### src/rtl/evt_irq_pkg.sv
package evt_irq_pkg;
  localparam int STAT_W    = 6;
  localparam int NUM_PULSE = STAT_W - 1;
  // Status bit positions: software decodes these.
  localparam int B_RX_DONE = 0;
  localparam int B_RX_FULL = 1;
  localparam int B_RX_OVR  = 2;
  localparam int B_TX_DONE = 3;
  localparam int B_TX_BUF  = 4;
  localparam int B_RX_NE   = 5;
  // Word addresses
  localparam int A_STAT    = 0;
  localparam int A_EN_SET  = 1;
  localparam int A_EN_CLR  = 2;
  localparam int A_MSK_SET = 3;
  localparam int A_MSK_CLR = 4;

  typedef logic [STAT_W-1:0] stat_t;

  // Events that may latch: the mask blocks recording.
  function automatic stat_t latch_fn(stat_t raw, stat_t mask);
    return raw & ~mask;
  endfunction

  // Clear first, then set: a set in the same cycle wins.
  function automatic stat_t setclr_next(stat_t cur, stat_t set, stat_t clr);
    return (cur & ~clr) | set;
  endfunction

  function automatic logic any_pending(stat_t st, stat_t en);
    return |(st & en);
  endfunction
endpackage

### src/rtl/evt_irq_setclr.sv
module evt_irq_setclr
  import evt_irq_pkg::*;
(
  input  logic  clk,
  input  logic  rst_n,
  input  stat_t set_i,
  input  stat_t clr_i,
  output stat_t q_o
);
  stat_t q_r;

  always_ff @(posedge clk or negedge rst_n) begin
    if (!rst_n) q_r <= '0;
    else        q_r <= (q_r | set_i) & ~clr_i;
  end

  assign q_o = q_r;

  // for the enable instance, R5 for the mask instance
  assert_set_lands_R4: assert property (@(posedge clk) disable iff (!rst_n)
    ((set_i & ~clr_i) != '0) |=> ((q_r & $past(set_i & ~clr_i)) == $past(set_i & ~clr_i)));
  assert_clr_lands_R5: assert property (@(posedge clk) disable iff (!rst_n)
    (clr_i != '0) |=> ((q_r & $past(clr_i)) == '0));
endmodule

### src/rtl/evt_irq_status.sv
module evt_irq_status
  import evt_irq_pkg::*;
(
  input  logic  clk,
  input  logic  rst_n,
  input  stat_t raw_i,
  input  stat_t mask_i,
  input  stat_t clr_i,
  output stat_t q_o,
  output stat_t latch_o
);
  stat_t st_q;
  stat_t st_d;
  stat_t set_eff;

  assign set_eff = latch_fn(raw_i, mask_i);
  assign st_d    = setclr_next(st_q, set_eff, clr_i);

  always_ff @(posedge clk or negedge rst_n) begin
    if (!rst_n) st_q <= '0;
    else        st_q <= st_d;
  end

  assign q_o     = st_q;
  assign latch_o = set_eff;

  assert_mask_blocks_R2: assert property (@(posedge clk) disable iff (!rst_n)
    ((st_d & ~st_q & mask_i) == '0));
  assert_set_wins_R8: assert property (@(posedge clk) disable iff (!rst_n)
    (set_eff != '0) |=> ((st_q & $past(set_eff)) == $past(set_eff)));
  assert_clear_R3: assert property (@(posedge clk) disable iff (!rst_n)
    ((clr_i & ~set_eff) != '0) |=> ((st_q & $past(clr_i & ~set_eff)) == '0));
  assert_keep_R3: assert property (@(posedge clk) disable iff (!rst_n)
    ((st_q & ~clr_i) != '0) |=> ((st_q & $past(st_q & ~clr_i)) == $past(st_q & ~clr_i)));
  assert_rx_level_R7: assert property (@(posedge clk) disable iff (!rst_n)
    (raw_i[B_RX_NE] && !mask_i[B_RX_NE]) |=> st_q[B_RX_NE]);
endmodule

### src/rtl/evt_irq_decode.sv
module evt_irq_decode
  import evt_irq_pkg::*;
#(
  parameter int ADDR_W = 3,
  parameter int DATA_W = 32
) (
  input  logic              wr_i,
  input  logic [ADDR_W-1:0] addr_i,
  input  logic [DATA_W-1:0] wdata_i,
  input  stat_t             st_i,
  input  stat_t             en_i,
  input  stat_t             mk_i,
  output stat_t             st_clr_o,
  output stat_t             en_set_o,
  output stat_t             en_clr_o,
  output stat_t             mk_set_o,
  output stat_t             mk_clr_o,
  output logic [DATA_W-1:0] rdata_o
);
  localparam int PAD_W = DATA_W - STAT_W;

  stat_t wbits;
  stat_t rsel;
  logic  unused_wdata_hi;

  assign wbits           = wdata_i[STAT_W-1:0];
  assign unused_wdata_hi = ^wdata_i[DATA_W-1:STAT_W];

  function automatic stat_t hit(logic wr, logic [ADDR_W-1:0] a, int target, stat_t d);
    return (wr && (a == ADDR_W'(target))) ? d : '0;
  endfunction

  assign st_clr_o = hit(wr_i, addr_i, A_STAT,    wbits);
  assign en_set_o = hit(wr_i, addr_i, A_EN_SET,  wbits);
  assign en_clr_o = hit(wr_i, addr_i, A_EN_CLR,  wbits);
  assign mk_set_o = hit(wr_i, addr_i, A_MSK_SET, wbits);
  assign mk_clr_o = hit(wr_i, addr_i, A_MSK_CLR, wbits);

  always_comb begin
    rsel = '0;
    if (addr_i == ADDR_W'(A_STAT))                                        rsel = st_i;
    else if (addr_i == ADDR_W'(A_EN_SET)  || addr_i == ADDR_W'(A_EN_CLR))  rsel = en_i;
    else if (addr_i == ADDR_W'(A_MSK_SET) || addr_i == ADDR_W'(A_MSK_CLR)) rsel = mk_i;
  end

  assign rdata_o = {{PAD_W{1'b0}}, rsel};

  // at most one register is written per access
  assert_one_target_R10: assert final ($countones({|st_clr_o, |en_set_o, |en_clr_o,
                                                   |mk_set_o, |mk_clr_o}) <= 1);
endmodule

### src/rtl/evt_irq_ctrl.sv
module evt_irq_ctrl
  import evt_irq_pkg::*;
#(
  parameter int ADDR_W = 3,
  parameter int DATA_W = 32
) (
  input  logic                 clk,
  input  logic                 rst_n,
  input  logic                 bus_wr,
  input  logic [ADDR_W-1:0]    bus_addr,
  input  logic [DATA_W-1:0]    bus_wdata,
  output logic [DATA_W-1:0]    bus_rdata,
  input  logic [NUM_PULSE-1:0] ev_pulse,
  input  logic                 rx_avail,
  output logic                 irq_o
);
  stat_t raw_ev, st_q, en_q, mk_q, latched;
  stat_t st_clr, en_set, en_clr, mk_set, mk_clr;

  assign raw_ev = {rx_avail, ev_pulse};

  evt_irq_decode #(.ADDR_W(ADDR_W), .DATA_W(DATA_W)) u_dec (
    .wr_i(bus_wr), .addr_i(bus_addr), .wdata_i(bus_wdata),
    .st_i(st_q), .en_i(en_q), .mk_i(mk_q),
    .st_clr_o(st_clr), .en_set_o(en_set), .en_clr_o(en_clr),
    .mk_set_o(mk_set), .mk_clr_o(mk_clr), .rdata_o(bus_rdata)
  );

  evt_irq_setclr u_en (
    .clk(clk), .rst_n(rst_n), .set_i(en_set), .clr_i(en_clr), .q_o(en_q)
  );

  evt_irq_setclr u_mk (
    .clk(clk), .rst_n(rst_n), .set_i(mk_set), .clr_i(mk_clr), .q_o(mk_q)
  );

  evt_irq_status u_st (
    .clk(clk), .rst_n(rst_n), .raw_i(raw_ev), .mask_i(mk_q),
    .clr_i(st_clr), .q_o(st_q), .latch_o(latched)
  );

  assign irq_o = any_pending(st_q, en_q);

  assert_irq_source_R6: assert property (@(posedge clk) disable iff (!rst_n)
    irq_o |-> (st_q != '0 && en_q != '0));
  assert_reset_quiet_R9: assert property (@(posedge clk)
    !rst_n |-> (!irq_o && st_q == '0));
  assert_masked_no_latch_R2: assert property (@(posedge clk) disable iff (!rst_n)
    ((latched & mk_q) == '0));
endmodule

### config.mk
export PLATFORM = sky130hd
export DESIGN_NAME = evt_irq_ctrl
export DESIGN_NICKNAME = d
export VERILOG_FILES = /design/src/rtl/evt_irq_pkg.sv /design/src/rtl/evt_irq_setclr.sv /design/src/rtl/evt_irq_status.sv /design/src/rtl/evt_irq_decode.sv /design/src/rtl/evt_irq_ctrl.sv
export SDC_FILE = /design/constraint.sdc
export NUM_CORES = 1
export LEC_CHECK = 0
export BUFFER_PORTS_ARGS = -buffer_cell sky130_fd_sc_hd__buf_2
export CAP_MARGIN = 20
export CORE_AREA = 2 2 55 63
export CTS_BUF_LIST = sky130_fd_sc_hd__clkbuf_4 sky130_fd_sc_hd__clkbuf_8
export DETAILED_ROUTE_END_ITERATION = 7
export DIE_AREA = 0 0 57 65
export PLACE_DENSITY = 0.78
export SLEW_MARGIN = 25
export SYNTH_ARGS = -nofsm -noshare
export SYNTH_HDL_FRONTEND = slang
export SYNTH_SLANG_ARGS = --single-unit
### constraint.sdc
create_clock -name clk -period 0.99 [get_ports clk]
set_input_delay 0.0495 -clock clk [delete_from_list [all_inputs] [get_ports clk]]
set_output_delay 0.0495 -clock clk [all_outputs]
set_load 0.05 [all_outputs]
==> metrics.txt, run 1 <==
Finish-stage setup viols 8; TNS Setup -2450 ps; Site Rows 22; met1 WL 1380 um; CTS Buffer Depth 2; aggregate global-route resource usage 0.186; H-tree depth 1; n_diodes 0; CTS clk-pin slew, worst paths 100 ps; PD cells 1200 mW/mm^2; min-delay worst type input port to flip-flop; share of cells above drive strength 1 0.322; Tmin final 1400 ps; initial antenna violation count 0; Finished Core Util 0.571; Worst EP required 940 ps; Leak 0.819 nW; Compound-Gate Fraction of Synth Area 0.267; register area share after synthesis 0.339; Critical Path Fanout Max 3; drt drc 0; DR iter-0 viols 47; failing checks negative setup slack; # clock sinks 18; wire length of the first global-routing pass 5300 um; DR WL/cell 13.5 um; die height 65 um; post-synthesis adder-cell area fraction 0; CTS Buf Count 3; asr flop ratio synth 1.00; worst path arrival time 1350 ps; Mean Syn Cell Area 8.75 sq um; die span in x 57 um; Synth Register Bits 18; Pre-antenna DRT Iters 4; Detailed Route WL 3180 um; Post-synth top cells 27 x buf_4, 20 x o21ai_0, 18 x dfrtp_1; CTS tree built; vias in the first global route 1164; die area 0.00371 sq mm; EDFF count, synth 0; status complete, but fails checks; most numerous cell in the Yosys netlist buf_4; Initial Util 0.424; routability cong. 0.841; Ports 77; Max rail drop VDD 833 uV; Worst Skew 0.870 ps; CP Class flip-flop to primary output; Port Buffers 24; Post-Syn Instances 152; Multi-input gate area 841 sq um; fmax 0.715 GHz; Root Driver clkbuf_4; drt via density 5.13; share of the synthesized area in the top cell type 0.339; setup slack after layout -408 ps; dpl cells 224; final hold viol count 0; Worst-Skew Late Latency 300 ps; Non-Filler Instances 235; fill count 300; max-cap viol count 0; Synth cell types 29; Post-DP HPWL 2350 um; WL met3 126 um; Layout area overhead 34.7%; post-synthesis simple-gate area fraction 0.130; Overflow after GRT 0; period utilization 1.41; FF/Latch Area 450 sq um; number of routed nets with antenna violations 0; Pins Over Slew Limit 0; top_reg_cell synth dfrtp_1; routed vias 1206; core area 0.00314 sq mm; top cells by area, synth dfrtp_1 34%, buf_4 15%, o21ai_0 7.5%; Synth area leader dfrtp_1; synthesis warning total 0; xor and xnor area share after synthesis 0; largest net degree at the start of global routing 21; Critical Path Sink Type primary output; met2 wire length 1600 um; Post-Syn Area 0.00133 sq mm; highest routed layer met4; largest family of logic cells by synthesized area compound AO/OA/AOI/OAI gates; mux cell area share after synthesis 0.0611; RSZ-0062 raised after global routing yes; CP startpoint kind flip-flop; Nets 245
[power by group]
group          internal (mW)  leakage (nW)  switching [mW]  total (mW)
Clock                  0.142        0.0138           0.231       0.373
Sequential             0.802         0.182          0.0721       0.874
Combinational          0.332         0.623           0.568       0.899
[layer usage]
metal  vias up  global-route usage
li1        595                   -
met1       571               0.240
met2        34               0.305
met3         6              0.0279
met4         0              0.0814
met5         -                   0
[cells by family after synthesis]
| kind of cell | after synthesis |
|---|---|
| AOI/OAI and AO/OA | 55 |
| buffers and inverters | 41 |
| DFF | 18 |
| muxes | 8 |
| other | 1 |
| and+or+nand+nor | 29 |
[path summary, 6_finish.rpt]
path / startpoint / endpoint / slack, ps / depth (start not counted)
setup reg to reg: u_en.q_o[3] / u_en.q_o[3] / 0 / 4
hold reg to reg: u_st.q_o[4] / u_st.q_o[4] / 550 / 1
min in group asynchronous: rst_n / u_st.q_o[4] / 200 / 2
hold / removal: bus_wdata[1] / u_st.q_o[1] / 60 / 3
setup / recovery: u_en.q_o[5] / bus_rdata[5] / -410 / 4
max in group asynchronous: rst_n / u_mk.q_o[5] / 500 / 2
[repair_timing]
action                                  in CTS  in global routing
hold buffers                                 7                  0
buffers inserted                             1                  1
gates resized for setup                     16                  3
endpoints found under the setup margin       7                  8
cloned                                       0                  0
pin swaps                                    0                  2
hold endpoints to repair                    24                  0
[registers in the layout, indices dropped and copies added, names as in the netlist]
| name | cells |
|---|---|
| u_en.q_o | 6 |
| u_mk.q_o | 6 |
| u_st.q_o | 6 |
[layout by cell type, fill, tap and decap left out]
cell type and count:
o21ai_0 18, buf_6 6, nand4b_1 2, dlygate4sd3_1 7, nand2_1 13, a22o_1 6
clkbuf_4 3, buf_2 17, a22oi_1 1, and2_1 1, nor2_1 2, dfrtp_1 18
a31oi_1 12, nor4b_4 1, a21oi_1 2, nor3b_1 1, o2bb2ai_4 5, conb_1 26
o21ai_1 2, buf_4 23, or2_2 2, buf_8 1, nor2b_1 1, nand3_2 1
nand3b_1 5, a21o_4 1, o22ai_4 1, a22oi_2 2, mux2i_1 7, inv_1 6
o21a_1 5, mux2_4 1
[worst max-delay path, cell delays in order (launching register included)]
cell and delay (ps):
dfrtp_1 390, mux2i_1 90, mux2_4 290, o22ai_4 100, buf_6 180
[per-stage QoR]
| step | setup WS, ps | hold WS [ps] | cell area, sq um | power, mW |
|---|---|---|---|---|
| floorplan | -81.0 | -246 | 1550 | 1.57 |
| global placement | -157 | 1.10 | 1630 | 1.70 |
| detailed placement | -196 | 10.2 | 1630 | 1.70 |
| CTS | -412 | 68.4 | 1780 | 2.14 |
| global route | -472 | 60.7 | 1790 | 2.26 |
| finish | -408 | 59.4 | 1790 | 2.15 |
[layout make-up]
type / count / area share
multi-input cells: 118 / 0.469
well taps: 36 / 0.0251
repair buffers: 54 / 0.229
inverters: 6 / 0.0126
flip-flops and latches: 18 / 0.251
clock buffers: 3 / 0.0126
Note: power is estimated with default switching activity, not from simulation.
==> run 2, diff against run 1 <==
--- a/config.mk
+++ b/config.mk
@@ -8,3 +8,3 @@
 export BUFFER_PORTS_ARGS = -buffer_cell sky130_fd_sc_hd__buf_2
-export CAP_MARGIN = 20
+export CAP_MARGIN = 0
 export CORE_AREA = 2 2 55 63
==> constraint.sdc (replaced) <==
create_clock -name clk -period 0.99 [get_ports clk]
set_input_delay 0.099 -clock clk [delete_from_list [all_inputs] [get_ports clk]]
set_output_delay 0.099 -clock clk [all_outputs]
set_load 0.05 [all_outputs]
==> metrics.txt, run 2 (synthesized netlist as in run 1, its figures left out) <==
share of cells above drive strength 1 0.356; min-delay worst type input port to flip-flop; Finish-stage setup viols 10; Clock power frac 0.202; R2R setup slack -10 ps; TNS Setup -2910 ps; vias in the first global route 1118; Pre-antenna DRT Iters 4; Net Sw Frac 0.388; Worst Skew 0.321 ps; Leak 0.847 nW; Worst EP required 890 ps; Reg2Reg Depth 4; CP Class flip-flop to primary output; Site Rows 22; CTS Buf Count 3; DR iter-0 viols 39; n_diodes 0; FF-to-FF Start u_en.q_o[4]; wire length of the first global-routing pass 5330 um; CP startpoint kind flip-flop; PD cells 1240 mW/mm^2; die height 65 um; Critical Path Fanout Max 4; CTS clk-pin slew, worst paths 110 ps; die area 0.00371 sq mm; routed vias 1230; Critical Path Sink Type primary output; final hold viol count 0; Port Buffers 24; aggregate global-route resource usage 0.182; worst hold path depth 2; Max rail drop VDD 825 uV; Hold Crit Start ev_pulse[1]; Seq pwr share 0.385; total chip power 2.26 mW; Pins Over Slew Limit 0; failing checks negative setup slack; drt drc 0; WHS Endpoint u_st.q_o[1]; DR WL/cell 13.3 um; worst path arrival time 1340 ps; Post-DP HPWL 2320 um; period utilization 1.46; Switching Power 0.877 mW; Tmin final 1440 ps; CTS Buffer Depth 2; worst r2r dst u_en.q_o[4]; Detailed Route WL 3170 um; H-tree depth 1; Internal Pwr Total 1.38 mW; combinational share of power 0.414; initial antenna violation count 0; Worst-Skew Late Latency 300 ps; Overflow after GRT 0; routability cong. 0.775; number of routed nets with antenna violations 0; Layout area overhead 37.3%; Initial Util 0.424; drt via density 5.17; RSZ-0062 raised after global routing yes; max-cap viol count 0; core area 0.00314 sq mm; most frequent cells in the layout 26 x conb_1, 26 x buf_4, 18 x dfrtp_1; Nets 247; CTS tree built; fmax 0.694 GHz; status complete, but fails checks; die span in x 57 um; largest net degree at the start of global routing 21; setup slack after layout -451 ps; Ports 77; # clock sinks 18; Root Driver clkbuf_4
[run 2: metrics by stage]
step / hold slack [ps] / utilization / area [sq um] / setup WS, ps / cells
6_report: 21.1 / 0.582 / 1830 / -451 / 238
5_1_grt: 15.4 / 0.582 / 1830 / -497 / 238
4_1_cts: 13.9 / 0.562 / 1760 / -464 / 233
3_5_place_dp: 57.0 / 0.523 / 1640 / -251 / 225
3_3_place_gp: 53.3 / 0.523 / 1640 / -232 / 225
2_1_floorplan: -197 / - / 1570 / -130 / 177
[run 2: per-layer routing]
metal / share of wire / GRT usage / vias to the layer above
met5: 0 / 0 / -
met4: 0.0079 / 0.0610 / 0
met3: 0.041 / 0.0120 / 2
met2: 0.51 / 0.307 / 42
met1: 0.44 / 0.244 / 585
li1: - / - / 601
[run 2: layout make-up]
class / count / area (sq um)
well taps: 36 / 45.0
repair buffers: 56 / 437
fillers: 277 / 1310
multi-input cells: 118 / 836
flip-flops and latches: 18 / 450
clock buffers: 4 / 36.3
inverters: 6 / 22.5
[run 2: worst max-delay path by stage]
stage	start	endpoint	slack, ps	cells past startpoint
after floorplan	u_en.q_o[5]	bus_rdata[5]	-130	3
after global placement	bus_addr[1]	bus_rdata[1]	-230	5
final	u_en.q_o[5]	bus_rdata[5]	-450	4
after detailed placement	bus_addr[0]	u_mk.q_o[1]	-250	6
after CTS	u_en.q_o[5]	bus_rdata[5]	-460	4
after global routing	u_en.q_o[5]	bus_rdata[5]	-500	4
[run 2: what timing repair did]
action / CTS / global route
endpoints found under the hold margin: 18 / 0
resized for setup: 17 / 11
setup buffers: 3 / 6
setup endpoints to repair: 7 / 9
pin swaps: 8 / 7
cloned: 0 / 0
hold buffers: 1 / 0
[run 2: worst max-delay path, stage by stage, from the launching register on]
cell,delay (ps)
dfrtp_1,400
mux2i_1,90
mux2_4,280
o22ai_4,100
buf_6,180
[run 2: power by group through the flow]
stage	combinational [mW]	clock (mW)	sequential, mW
6_report	0.935	0.456	0.869
3_5_place_dp	0.822	0	0.887
2_1_floorplan	0.717	0	0.866
3_3_place_gp	0.812	0	0.885
5_1_grt	0.997	0.503	0.882
4_1_cts	0.881	0.470	0.873
